$ cat config.mk
export PLATFORM = sky130hd
export DESIGN_NAME = mdio_mgmt_ctrl
export DESIGN_NICKNAME = d
export VERILOG_FILES = /design/src/rtl/mdio_mgmt_pkg.sv /design/src/rtl/mdio_clk_div.sv /design/src/rtl/mdio_frame_engine.sv /design/src/rtl/mdio_csr_block.sv /design/src/rtl/mdio_mgmt_ctrl.sv
export SDC_FILE = /design/constraint.sdc
export NUM_CORES = 1
export LEC_CHECK = 0
export ABC_CLOCK_PERIOD_IN_PS = 2800
export BUFFER_PORTS_ARGS = -buffer_cell sky130_fd_sc_hd__buf_2
export CAP_MARGIN = 20
export CORE_ASPECT_RATIO = 1.25
export CORE_MARGIN = 3
export CORE_UTILIZATION = 45
export DETAILED_ROUTE_END_ITERATION = 10
export PLACE_DENSITY = 0.64
export SLEW_MARGIN = 20
export SYNTH_ARGS = -nofsm -noshare
export SYNTH_HDL_FRONTEND = slang
export SYNTH_SLANG_ARGS = --single-unit
$ cat constraint.sdc
create_clock -name clk -period 2.8 [get_ports clk]
set_input_delay 0.14 -clock clk [delete_from_list [all_inputs] [get_ports clk]]
set_output_delay 0.14 -clock clk [all_outputs]
set_load 0.01 [all_outputs]
$ cat src/rtl/mdio_mgmt_pkg.sv
package mdio_mgmt_pkg;

   localparam int FLD_W   = 5;
   localparam int WORD_W  = 16;
   localparam int RANGE_W = 3;
   localparam int DIV_W   = 8;

   typedef struct packed {
      logic [FLD_W-1:0]   phy;
      logic [FLD_W-1:0]   regn;
      logic [RANGE_W-1:0] range;
      logic               wr;
   } mgmt_cmd_t;

   // MDC divisor in host clocks for each range code; unknown codes take the slowest
   function automatic logic [DIV_W-1:0] mdc_divisor(input logic [RANGE_W-1:0] code);
      logic [DIV_W-1:0] d;
      case (code)
         3'd0:    d = DIV_W'(42);
         3'd1:    d = DIV_W'(62);
         3'd2:    d = DIV_W'(16);
         3'd3:    d = DIV_W'(26);
         3'd4:    d = DIV_W'(102);
         default: d = DIV_W'(124);
      endcase
      return d;
   endfunction

endpackage

$ cat src/rtl/mdio_clk_div.sv
module mdio_clk_div
   import mdio_mgmt_pkg::*;
#(
   parameter int CNT_W = DIV_W
) (
   input  logic             clk,
   input  logic             rst_n,
   input  logic             run,
   input  logic [CNT_W-1:0] half,
   output logic             mdc,
   output logic             rise_stb,
   output logic             fall_stb
);

   logic [CNT_W-1:0] cnt_q;
   logic             mdc_q;
   logic             wrap;

   assign wrap     = run && (cnt_q == half - CNT_W'(1));
   assign rise_stb = wrap && !mdc_q;
   assign fall_stb = wrap &&  mdc_q;
   assign mdc      = mdc_q;

   always_ff @(posedge clk or negedge rst_n) begin
      if (!rst_n) begin
         cnt_q <= '0;
         mdc_q <= 1'b0;
      end else if (!run) begin
         cnt_q <= '0;
         mdc_q <= 1'b0;
      end else if (wrap) begin
         cnt_q <= '0;
         mdc_q <= ~mdc_q;
      end else begin
         cnt_q <= cnt_q + CNT_W'(1);
      end
   end

endmodule

$ cat src/rtl/mdio_frame_engine.sv
module mdio_frame_engine
   import mdio_mgmt_pkg::*;
#(
   parameter int PRE_LEN = 32
) (
   input  logic              clk,
   input  logic              rst_n,
   input  logic              start,
   input  logic              st_wr,
   input  logic [FLD_W-1:0]  st_phy,
   input  logic [FLD_W-1:0]  st_reg,
   input  logic [WORD_W-1:0] st_data,
   input  logic              rise_stb,
   input  logic              fall_stb,
   input  logic              mdio_i,
   output logic              busy,
   output logic              done,
   output logic              mdio_o,
   output logic              mdio_oe,
   output logic [WORD_W-1:0] rd_word
);

   localparam int FRAME_LEN = PRE_LEN + 2 + 2 + 2*FLD_W + 2 + WORD_W;
   localparam int IDX_W     = $clog2(FRAME_LEN + 1);
   localparam int TA_POS    = FRAME_LEN - WORD_W - 2;
   localparam int DATA_POS  = FRAME_LEN - WORD_W;
   localparam int LAST_POS  = FRAME_LEN - 1;

   logic [FRAME_LEN-1:0] sh_q;
   logic [FRAME_LEN-1:0] frame_c;
   logic [IDX_W-1:0]     idx_q;
   logic                 busy_q;
   logic                 wr_q;
   logic [WORD_W-1:0]    rd_q;
   logic                 at_last;

   assign frame_c = { {PRE_LEN{1'b1}}, 2'b01,
                      (st_wr ? 2'b01 : 2'b10),
                      st_phy, st_reg,
                      (st_wr ? 2'b10 : 2'b00),
                      (st_wr ? st_data : {WORD_W{1'b0}}) };

   assign at_last = (idx_q == IDX_W'(LAST_POS));
   assign busy    = busy_q;
   assign done    = busy_q && fall_stb && at_last;
   assign mdio_oe = busy_q && (wr_q || (idx_q < IDX_W'(TA_POS)));
   assign mdio_o  = mdio_oe && sh_q[FRAME_LEN-1];
   assign rd_word = rd_q;

   always_ff @(posedge clk or negedge rst_n) begin
      if (!rst_n) begin
         busy_q <= 1'b0;
         wr_q   <= 1'b0;
         idx_q  <= '0;
         sh_q   <= '0;
         rd_q   <= '0;
      end else if (!busy_q) begin
         if (start) begin
            busy_q <= 1'b1;
            wr_q   <= st_wr;
            idx_q  <= '0;
            sh_q   <= frame_c;
            rd_q   <= '0;
         end
      end else begin
         if (rise_stb && !wr_q && (idx_q >= IDX_W'(DATA_POS)))
            rd_q <= {rd_q[WORD_W-2:0], mdio_i};
         if (fall_stb) begin
            if (at_last) begin
               busy_q <= 1'b0;
            end else begin
               idx_q <= idx_q + IDX_W'(1);
               sh_q  <= {sh_q[FRAME_LEN-2:0], 1'b0};
            end
         end
      end
   end

endmodule

$ cat src/rtl/mdio_csr_block.sv
module mdio_csr_block
   import mdio_mgmt_pkg::*;
#(
   parameter int ADDR_W    = 8,
   parameter int CMD_OFS   = 'h10,
   parameter int DATA_OFS  = 'h14,
   parameter bit RDATA_REG = 1'b0
) (
   input  logic              clk,
   input  logic              rst_n,
   input  logic [ADDR_W-1:0] addr,
   input  logic              wr_en,
   input  logic [31:0]       wdata,
   input  logic              busy,
   input  logic              done_rd,
   input  logic [WORD_W-1:0] rd_word,
   output logic [31:0]       rdata,
   output logic              start,
   output mgmt_cmd_t         launch,
   output mgmt_cmd_t         cmd,
   output logic [WORD_W-1:0] data_word
);

   logic       hit_cmd, hit_data;
   mgmt_cmd_t  cmd_q;
   logic [WORD_W-1:0] data_q;
   logic [31:0] rd_c;

   assign hit_cmd  = (addr == ADDR_W'(CMD_OFS));
   assign hit_data = (addr == ADDR_W'(DATA_OFS));

   assign launch.phy   = wdata[15:11];
   assign launch.regn  = wdata[10:6];
   assign launch.range = wdata[4:2];
   assign launch.wr    = wdata[1];

   assign start     = wr_en && hit_cmd && !busy && wdata[0];
   assign cmd       = cmd_q;
   assign data_word = data_q;

   always_ff @(posedge clk or negedge rst_n) begin
      if (!rst_n) begin
         cmd_q <= '0;
      end else if (wr_en && hit_cmd && !busy) begin
         cmd_q <= launch;
      end
   end

   always_ff @(posedge clk or negedge rst_n) begin
      if (!rst_n) begin
         data_q <= '0;
      end else if (done_rd) begin
         data_q <= rd_word;
      end else if (wr_en && hit_data && !busy) begin
         data_q <= wdata[WORD_W-1:0];
      end
   end

   always_comb begin
      rd_c = '0;
      if (hit_cmd)
         rd_c = {16'h0, cmd_q.phy, cmd_q.regn, 1'b0, cmd_q.range, cmd_q.wr, busy};
      else if (hit_data)
         rd_c = {{(32-WORD_W){1'b0}}, data_q};
   end

   generate
      if (RDATA_REG) begin : g_rd_flop
         logic [31:0] rdata_q;
         always_ff @(posedge clk or negedge rst_n) begin
            if (!rst_n) rdata_q <= '0;
            else        rdata_q <= rd_c;
         end
         assign rdata = rdata_q;
      end else begin : g_rd_comb
         assign rdata = rd_c;
      end
   endgenerate

endmodule

$ cat src/rtl/mdio_mgmt_ctrl.sv
module mdio_mgmt_ctrl
   import mdio_mgmt_pkg::*;
#(
   parameter int ADDR_W    = 8,
   parameter int CMD_OFS   = 'h10,
   parameter int DATA_OFS  = 'h14,
   parameter int PRE_LEN   = 32,
   parameter bit RDATA_REG = 1'b0
) (
   input  logic              clk,
   input  logic              rst_n,
   input  logic [ADDR_W-1:0] csr_addr,
   input  logic              csr_wr_en,
   input  logic [31:0]       csr_wdata,
   output logic [31:0]       csr_rdata,
   output logic              mdc,
   output logic              mdio_o,
   output logic              mdio_oe,
   input  logic              mdio_i
);

   generate
      if (ADDR_W < 5) begin : g_bad_addr_w
         $error("ADDR_W too small for the register offsets");
      end
      if (CMD_OFS == DATA_OFS) begin : g_bad_ofs
         $error("command and data offsets must differ");
      end
      if (PRE_LEN < 1 || PRE_LEN > 64) begin : g_bad_pre
         $error("PRE_LEN out of range");
      end
   endgenerate

   logic              eng_busy, eng_done, start;
   logic              rise_stb, fall_stb;
   logic [WORD_W-1:0] rd_word, data_word;
   mgmt_cmd_t         launch, cmd;
   logic [DIV_W-1:0]  half;

   assign half = mdc_divisor(cmd.range) >> 1;

   mdio_csr_block #(
      .ADDR_W(ADDR_W), .CMD_OFS(CMD_OFS), .DATA_OFS(DATA_OFS), .RDATA_REG(RDATA_REG)
   ) u_csr (
      .clk(clk), .rst_n(rst_n), .addr(csr_addr), .wr_en(csr_wr_en), .wdata(csr_wdata),
      .busy(eng_busy), .done_rd(eng_done && !cmd.wr), .rd_word(rd_word),
      .rdata(csr_rdata), .start(start), .launch(launch), .cmd(cmd), .data_word(data_word)
   );

   mdio_clk_div #(.CNT_W(DIV_W)) u_div (
      .clk(clk), .rst_n(rst_n), .run(eng_busy), .half(half),
      .mdc(mdc), .rise_stb(rise_stb), .fall_stb(fall_stb)
   );

   mdio_frame_engine #(.PRE_LEN(PRE_LEN)) u_eng (
      .clk(clk), .rst_n(rst_n), .start(start), .st_wr(launch.wr),
      .st_phy(launch.phy), .st_reg(launch.regn), .st_data(data_word),
      .rise_stb(rise_stb), .fall_stb(fall_stb), .mdio_i(mdio_i),
      .busy(eng_busy), .done(eng_done), .mdio_o(mdio_o), .mdio_oe(mdio_oe),
      .rd_word(rd_word)
   );

endmodule

Yosys cells after proc, flatten, opt, wreduce, memory -nomap -nowiden. Cells that the tools add are included.

Multiply operators: 0. $add $sub $neg: 3. Muxes and demuxes: 27. Order comparisons: 2. Shift operators: 0. Divide/modulo/power cells: 0. Reduce and logical (&&, ||, !) cells: 26. Bitwise logic cells: 2. Equal/unequal tests: 12.

Operators with widths (count): 64-bit 2-to-1 mux (4); 16-bit 2-to-1 mux (7); 7-bit case mux with 5 select lines (1); 32-bit 2-to-1 mux (1); 7-bit 2-to-1 mux (4); 8-bit by 5-bit equality test with 1-bit output (second input constant) (2); 8-bit 2-to-1 mux (2); 1-bit logical AND (15); 8-bit by 1-bit adder with 8-bit output (second input constant) (1); 8-bit equality test (1); 7-bit by 1-bit adder with 7-bit output (second input constant) (1); 7-bit by 6-bit equality test with 1-bit output (second input constant) (1); 7-bit by 6-bit greater-or-equal comparator with 1-bit output (second input constant) (1); 7-bit by 6-bit < comparator with 1-bit output (second input constant) (1); 6-bit by 1-bit subtractor with 7-bit output (second input constant) (1); 3-bit by 2-bit equality test with 1-bit output (second input constant) (2); 1-bit 2-to-1 mux (6); 2-bit != test (second input constant) (3); 1-bit zero test (4); 2-bit 2-to-1 mux (2); 2-bit AND reduction (2); 2-bit nonzero test (2); 3-bit by 1-bit equality test with 1-bit output (second input constant) (1); 3-bit equality test (second input constant) (1); other kinds (5) (6).

ROM bits: 0. RAM bits: 0. Input bits: 44. Latch bits: 0. Bits in registers: 128. Output and inout port bits: 35. Memories: 0. Logic and storage cells: 84.

Logic depth before layout (Yosys ltp). Gate-level depths: netlist (run 1).

Depth in word-level cells: 10. Depth in mapped cells: 9. Mapped depth without buffers: 6.

Modules after synthesis. Synthesis (run 1) repeated with hierarchy kept, for this count alone.

Cells, all modules: 785. Area total of the unflattened synthesis: 7898.8 um^2.

By module, submodules not included: mdio_frame_engine (cells each 539, sequential area each 2227.1 um^2, instances 1, area each 5201.2 um^2); mdio_csr_block (cells each 161, sequential area each 750.7 um^2, instances 1, area each 1954.4 um^2); mdio_clk_div (cells each 75, sequential area each 225.2 um^2, instances 1, area each 680.7 um^2); mdio_mgmt_ctrl (cells each 10, sequential area each 0.0 um^2, instances 1, area each 62.6 um^2).

Least setup slack after synthesis (run 1). OpenSTA, ideal clock, no wires.

Path type: reg-to-reg. Start point: register u_eng.idx_q[0]. End point: register u_csr.data_q[10], in the netlist u_csr.data_word[10]. Data required time: 2.674 ns. Arrival time: 2.146 ns. Clock period less this slack: 2.272 ns. Path buffers: 1. Setup time: 0.126 ns. Slack: 0.528 ns. Stages on the path, launching flop included: 8. Path through: dfrtp_1 ha_1 nand3_1 or4_4 nor4b_4 a21oi_2 buf_2 a221o_1.

Cells in the longest elaborated chain, start to end: 4. Elaborated cells on any way between the ends: 5. Those cells by class: 1 x eq/ne; 1 x mux; 3 x reduce/logical.

Ends and longest elaborated chain: start, declared (RTL line mdio_frame_engine.sv:31) `logic [IDX_W-1:0] idx_q;`; start signal, assigned (RTL line mdio_frame_engine.sv:72) `idx_q <= idx_q + IDX_W'(1);`; 7-bit by 6-bit equality test with 1-bit output * (RTL line mdio_frame_engine.sv:43) `assign at_last = (idx_q == IDX_W'(LAST_POS));`; 1-bit logical AND * (RTL line mdio_frame_engine.sv:45) `assign done = busy_q && fall_stb && at_last;`; 1-bit logical AND * (RTL line mdio_mgmt_ctrl.sv:46) `.busy(eng_busy), .done_rd(eng_done && !cmd.wr), .rd_word(rd_word),`; 16-bit 2-to-1 mux or 2-bit nonzero test (tied branches); end signal, assigned (RTL line mdio_csr_block.sv:53) `data_q <= rd_word;`; end signal, assigned (RTL line mdio_csr_block.sv:55) `data_q <= wdata[WORD_W-1:0];`; end, declared (RTL line mdio_csr_block.sv:26) `logic [WORD_W-1:0] data_q;`.

Mark *: on every way between the ends. The rest lies on a longest branch, timed or not. A chain may end at the register's enable or synchronous reset.

Worst setup path after layout (run 1).
Start point: register u_csr.cmd_q, in the netlist u_csr.cmd[2]. End point: register u_csr.data_q[8], in the netlist u_csr.data_word[8].

Cells in the longest elaborated chain, start to end: 10. Elaborated cells on any way between the ends: 15. Those cells by class: 1 x add/sub; 5 x eq/ne; 2 x mux; 7 x reduce/logical.

Ends and longest elaborated chain: start, declared (RTL line mdio_csr_block.sv:25) `mgmt_cmd_t cmd_q;`; start signal, assigned (RTL line mdio_csr_block.sv:45) `cmd_q <= launch;`; 3-bit equality test, or another cell as far along (RTL line mdio_mgmt_pkg.sv:18) `case (code)`; 7-bit case mux with 5 select lines * (RTL line mdio_mgmt_pkg.sv:18); 6-bit by 1-bit subtractor with 7-bit output * (RTL line mdio_clk_div.sv:19) `assign wrap = run && (cnt_q == half - CNT_W'(1));`; 8-bit equality test * (RTL line mdio_clk_div.sv:19); 1-bit logical AND * (RTL line mdio_clk_div.sv:19); 1-bit logical AND * (RTL line mdio_clk_div.sv:21) `assign fall_stb = wrap && mdc_q;`; 1-bit logical AND * (2 in series) (RTL line mdio_frame_engine.sv:45); 1-bit logical AND * (RTL line mdio_mgmt_ctrl.sv:46); 16-bit 2-to-1 mux or 2-bit nonzero test (tied branches).

Marks and branches as above.

==> results of run 1 <==
[per-layer routing]
metal	GRT usage [%]	up-vias	share of wire [%]
met2	34.8	126	53
met1	24.7	2381	41
met4	6.71	0	1.8
met3	3.70	19	3.9
met5	0	-	0
li1	-	2206	-
[state kept, by name, summed over array words and instances, names as in the netlist]
signal	count
u_eng.sh_q	64
u_csr.data_word	16
u_eng.rd_word	16
u_csr.cmd	14
u_div.cnt_q	8
u_eng.idx_q	7
u_div.mdc	1
u_eng.busy	1
u_eng.wr_q	1
[where the power goes]
part           total [W]  internal [W]  switching, W  leakage, nW
Combinational   0.000238     0.0000985      0.000140         1.91
Clock            0.00242       0.00161      0.000816        0.303
Sequential       0.00195       0.00190     0.0000479         1.36
[cells by family (layout without fill, tap and decap cells)]
kind of cell / Yosys count / count (layout) / synth area share (%)
AO/OA/AOI/OAI: 95 / 95 / 11.9
XOR/XNOR: 9 / 9 / 1.23
adder cells (fa/ha/maj): 3 / 3 / 0.584
buffers and inverters: 65 / 113 / 5.19
flip-flops: 128 / 128 / 49.8
multiplexers: 84 / 84 / 13.4
other: 1 / 16 / 0.0583
AND/OR/NAND/NOR: 223 / 223 / 17.9
[final timing paths]
check	from	slack [ns]	endpoint
min in group asynchronous	rst_n	0.17	u_eng.rd_word[3]
hold reg to reg	u_csr.cmd[5]	0.51	u_csr.cmd[5]
hold / removal	csr_wdata[7]	0.006	u_csr.cmd[5]
setup reg to reg	u_csr.cmd[2]	0.31	u_csr.data_word[8]
setup / recovery	u_csr.cmd[2]	0.31	u_csr.data_word[8]
max in group asynchronous	rst_n	1.72	u_eng.sh_q[14]
[placed cells by master, fill, tap and decap left out, drive strengths merged, types with 5 or more instances in the layout]
master	instances
nand2	49
nand3	12
mux2i	69
inv	6
bufinv	5
nor2b	34
clkbuf	20
dlygate4sd3	8
a221o	10
a21oi	7
buf	68
a211o	6
a22oi	42
a22o	15
xnor2	6
nand2b	5
conb	16
and3	8
mux2	15
dfrtp	128
nor3	5
and2	18
nor2	74
[cell type report]
class | instances | area, sq um | area share [%]
flip-flops and latches | 128 | 3200 | 42.3
inverters | 5 | 18.8 | 0.248
clock inverters | 12 | 206 | 2.73
well taps | 175 | 219 | 2.89
repair buffers | 76 | 503 | 6.65
multi-input cells | 430 | 2970 | 39.2
clock buffers | 20 | 447 | 5.90
[cells in the mapped netlist, drive strengths merged, types with 5 or more instances]
master	number	share of area, %
buf	36	3.5
and3	8	0.78
and2	18	1.8
a21oi	7	0.60
nand2	49	2.9
nand2b	5	0.49
nor3	5	0.56
xnor2	6	0.82
nor2b	34	3.3
inv	5	0.29
nor2	74	4.3
nand3	12	1.0
mux2	15	2.6
a211o	6	0.82
a22o	15	2.0
a22oi	42	4.9
mux2i	69	11
dfrtp	128	50
clkbuf	24	1.4
a221o	10	1.6
[through the flow]
step / setup slack, ns / total power [W] / cell area (sq um) / cells / util (%)
after floorplan: 0.528 / 0.00212 / 6490 / 623 / -
after global placement: 0.412 / 0.00221 / 6840 / 806 / 49.3
after detailed placement: 0.381 / 0.00221 / 6840 / 806 / 49.3
after CTS: 0.356 / 0.00465 / 7570 / 846 / 54.6
after global routing: 0.240 / 0.00478 / 7570 / 846 / 54.6
final: 0.314 / 0.00461 / 7570 / 846 / 54.6
==> impl_metrics.yaml, run 1 <==
outcome:
  run_status: "finished clean"
grt:
  grt_pass1_vias: 4918
  grt_max_degree: 87
  first_pass_grt_wire_length_um: 25200
  grt_usage_pct: 19.9
  grt_remaining_overflow: 0
  antenna_found_initial: 0
sta:
  timing.final.crit_share_pct: 88.8
  totalNegativeSetupSlack_ns: 0
  fin_hold_ws_ns: 0.00583
  worst_clock_skew_ns: 0.0125
  final_period_minus_worst_setup_slack_ns: 2.49
  rsz0062_at_grt: "no"
  worst_pin_slew_ns: 0.895
  achievable-frequency_ghz: 0.402
  hold_viol: 0
  worst_slew_margin_rel_pct: 40.3
  final_setup_vio_count: 0
  final_max_slew_viol_count: 0
synth:
  synth-seq-cells: 128
  synth_cells: 608
  synthArstFlopShare_pct: 100
  synth-edff-count: 0
  synth_cell_type_count: 51
  post_synth.cell_area_avg_sq_um: 10.6
  yosysSeqAreaShare_pct: 49.8
  synth-main-ff-cell: "dfrtp_1"
  netlist_area_sq_mm: 0.00643
  yosysWarnings: 0
drt:
  drt_first_iter_violations: 303
  drt_drc_violations_left: 0
  finalWirelength_um: 14900
  detail-route-antenna-nets: 0
  vias: 4732
  via_cell_ratio: 5.59
  wl_per_cell_um: 17.6
  drtPass1Iterations: 6
critical_path:
  crit_path_max_fanout: 10
  arrival_ns: 2.83
  timing.critical_path.max_delay_family: "simple AND/OR/NAND/NOR gates"
  cp-start-kind: "register"
  setup.worst_path.end_class: "register"
  crit_type: "register to register"
  cpPeakStageDelay_ns: 0.61
  timing.reg2reg.worst_path_depth: 5
  timing.critical_path.slowest_stage_cell: "or4_1"
  timing.critical_path.cells: "xnor2_1 > o31a_4 > or4_1 > nor3_4 > a221o_1"
  critPathRequiredTime_ns: 3.15
  critPathBufInv: 0
  cp.depth: 5
placement:
  portBuffers: 46
  place.gp.congestion: 0.824
  dp_hpwl_um: 9670
floorplanning:
  initial_utilization_pct: 46.4
  die_height_um: 140
  design.portCount: 79
  die_area_sq_mm: 0.0158
  num_rows: 48
  chipWidth_um: 113
  fp.coreArea_sq_mm: 0.0139
clock_network:
  insertion_delay_ns: 0.41
  clock_tree_from_tritoncts: "done"
  postCtsSetupBuffers: 0
  cts_buffers: 17
  clock_tree.htree_level_count: 4
  cts-hold-fix-buffers: 8
  ctsRootBufferMaster: "clkbuf_16"
  ctsLongestPathBuffers: 2
  cts_num_sinks: 128
  cts_resized: 0
  clk_pin_slew_ns: 0.06
layout:
  design.final.nets: 705
  final_layout_size_suffix_gt1_share_pct: 19.4
  n_antenna_cell: 0
  area_delta_synth_final_pct: 17.7
  number_of_fill_cells: 1192
min_path:
  holdCritPathClass: "input port to register"
  count_of_cells_along_the_worst_hold_path: 2
power_and_ir_drop:
  leakage_nw: 3.57
  cellPowerDensity_mw_per_mm2: 610
  power.ir.vdd_worst_v: 0.000378
flow_run:
  cap_violations: 0
No activity file was read; power rests on OpenSTA's default activity.
==> run 2, diff against run 1 <==
Settings changed: ABC_AREA from default to 1.
==> run 2 against run 1 <==
Critical path depth is 7 higher. Non-clock buffer count unchanged. Sequential share of layout area is 1.5 points higher. Clock-buffer cell count rose by 4. Die area shrank 1.7%. Clock power shrank 16%. Register-to-register slack gained 0.18 ns. Via count is 13% higher. Flip-flop and latch count unchanged.
==> impl_metrics.yaml, run 2 <==
outcome:
  run_status: "finished clean"
synth:
  post_synth.cell_area_avg_sq_um: 8.08
  synth-seq-cells: 128
  yosysSeqAreaShare_pct: 50.7
  netlist_area_sq_mm: 0.00631
  synth_top_area_share_pct: 50.7
  synth_cell_type_count: 33
  yosys.area.top_type: "dfrtp_1"
  yosysWarnings: 0
  synthArstFlopShare_pct: 100
  synth-main-ff-cell: "dfrtp_1"
  synth_top_cells_by_area: "dfrtp_1 (51%), nand2_1 (14%), nand3_1 (6.5%)"
  synth_cells: 782
  synth_top_cells_by_count: "nand2_1 (237), dfrtp_1 (128), nand3_1 (82)"
  synth-edff-count: 0
  yosys.cell_count.top_type: "nand2_1"
power_and_ir_drop:
  design_power_total_w: 0.00403
  combPwrFrac_pct: 3.4
  leakage_nw: 3.57
  clkPwrFrac_pct: 50.4
  cellPowerDensity_mw_per_mm2: 551
  power.share.sequential_pct: 46.3
  internal-power_w: 0.00313
  power.ir.vdd_worst_v: 0.000330
  switching_power_total_w: 0.000899
  power_switching_share_pct: 22.3
clock_network:
  cts_resized: 0
  postCtsSetupBuffers: 0
  clk_pin_slew_ns: 0.06
  cts_buffers: 17
  cts-hold-fix-buffers: 18
  ctsLongestPathBuffers: 2
  ctsRootBufferMaster: "clkbuf_16"
  cts_num_sinks: 128
  clock_tree_from_tritoncts: "done"
  insertion_delay_ns: 0.42
  clock_tree.htree_level_count: 4
floorplanning:
  num_rows: 47
  fp.coreArea_sq_mm: 0.0135
  die_area_sq_mm: 0.0155
  initial_utilization_pct: 46.9
  die_height_um: 138
  design.portCount: 79
  chipWidth_um: 112
drt:
  drt_drc_violations_left: 0
  vias: 5346
  finalWirelength_um: 14500
  detail-route-antenna-nets: 0
  drtPass1Iterations: 5
  drt_first_iter_violations: 316
  via_cell_ratio: 5.24
  wl_per_cell_um: 14.2
layout:
  regMostFlops: "u_eng.sh_q"
  postLayoutCoreUtil_pct: 54.2
  n_antenna_cell: 0
  area_delta_synth_final_pct: 15.7
  final_layout_size_suffix_gt1_share_pct: 13.4
  most_common_library_cell_in_the_layout_ignoring_fill_and_taps: "nand2_1"
  design.final.nets: 883
  layout.cells.most_common_list: "nand2_1 (237), dfrtp_1 (128), nand3_1 (82)"
  largest_register_ffs: 64
  number_of_fill_cells: 1281
placement:
  place.gp.congestion: 0.817
  portBuffers: 46
  dp_hpwl_um: 9640
critical_path:
  setup.worst_path.end_class: "register"
  worstReg2RegStart: "u_csr.cmd[3]"
  timing.critical_path.max_delay_family: "simple AND/OR/NAND/NOR gates"
  crit_type: "register to register"
  critical_path.most_common_cell: "nand2_1"
  arrival_ns: 2.66
  timing.critical_path.slowest_stage_cell: "dfrtp_1"
  crit_path_max_fanout: 17
  critPathRequiredTime_ns: 3.16
  critPathBufInv: 1
  cp-start-kind: "register"
  start_point_of_the_critical_path: "u_csr.cmd[3]"
  timing.critical_path.cells: "inv_2 > nand2_1 > nand2_1 > nor2_1 > nand2_1 > nor2_1 > nand3_1 > nor2_1 > nand3_2 > nand2_2 > nand3_1 > nand2_1"
  cpPeakStageDelay_ns: 0.49
grt:
  grt_pass1_vias: 5209
  grt_usage_pct: 19.5
  antenna_found_initial: 0
  grt_remaining_overflow: 0
  first_pass_grt_wire_length_um: 24900
  grt_max_degree: 64
min_path:
  holdCritPathClass: "input port to asynchronous set/reset pin"
sta:
  final_max_slew_viol_count: 0
  worst_pin_slew_ns: 0.915
  timing.final.crit_share_pct: 82.2
  rsz0062_at_grt: "no"
  final_setup_vio_count: 0
  hold_viol: 0
  final_period_minus_worst_setup_slack_ns: 2.30
  worst_slew_margin_rel_pct: 38.6
  achievable-frequency_ghz: 0.435
  worst_clock_skew_ns: 0.0112
  totalNegativeSetupSlack_ns: 0
flow_run:
  cap_violations: 0
## run 2: changes by cell type after synthesis, sizes merged, moves of 15 or more
cell / change
nor2b: -34
nand3: +74
o21ai: +58
inv: +76
mux2i: -69
nor2: -41
o22ai: +19
mux2: -15
a22oi: -41
nand2: +191
a22o: -15
a21oi: +33
nand4: +15
and2: -18
## run 2: path summary, 6_finish.rpt
kind / endpoint / slack, ns / cells past startpoint
worst max-delay path: u_eng.rd_word[10] / 0.50 / 12
worst min-delay path: u_div.mdc / 0.29 / 2
worst max register to register: u_eng.rd_word[10] / 0.50 / 12
worst min register to register: u_eng.sh_q[20] / 0.47 / 2
max in group asynchronous: u_eng.sh_q[54] / 1.74 / 3
min in group clk: u_csr.data_word[6] / 0.47 / 7
## run 2: cells by family (layout without fill, tap and decap cells)
family	count (synthesis)	in the layout	share of synthesized area, %
AO/OA/AOI/OAI	122	122	11.0
XOR/XNOR	6	6	0.832
adder cells (fa/ha/maj)	3	3	0.594
buffers and inverters	140	192	10.7
flip-flops	128	128	50.7
other	1	16	0.0594
AND/OR/NAND/NOR	382	382	26.2
## run 2: metrics by stage
| step | instances | setup slack (ns) | hold slack [ns] | area [sq um] |
|---|---|---|---|---|
| final | 1020 | 0.499 | 0.286 | 7300 |
| after global routing | 1020 | 0.198 | 0.343 | 7300 |
| after CTS | 1020 | 0.499 | 0.303 | 7300 |
| after detailed placement | 970 | 0.456 | 0.205 | 6580 |
| after global placement | 970 | 0.506 | 0.195 | 6580 |
| after floorplan | 797 | 1.01 | -0.156 | 6370 |
## run 2: per-layer routing
layer | GRT usage [%] | vias up | wire length (um)
met3 | 4.72 | 23 | 878
li1 | - | 2609 | -
met1 | 25.6 | 2538 | 6370
met5 | 0 | - | 0
met2 | 31.9 | 176 | 6980
met4 | 6.58 | 0 | 252
## run 2: layout make-up
type,count,area [sq um],area share [%]
Inverter,84,318,4.35
Clock buffer,24,492,6.73
Clock inverter,8,55.1,0.754
Multi-Input combinational cell,529,2490,34.2
Tap cell,171,214,2.93
Timing Repair Buffer,76,528,7.23
Sequential cell,128,3200,43.9
## run 2: power by group through the flow
| stage | clock network (W) | logic, W | registers, W |
|---|---|---|---|
| 2_1_floorplan | 0 | 0.0000568 | 0.00189 |
| 3_3_place_gp | 0 | 0.000116 | 0.00190 |
| 3_5_place_dp | 0 | 0.000118 | 0.00190 |
| 4_1_cts | 0.00206 | 0.000139 | 0.00186 |
| 5_1_grt | 0.00215 | 0.000154 | 0.00186 |
| 6_report | 0.00203 | 0.000136 | 0.00186 |
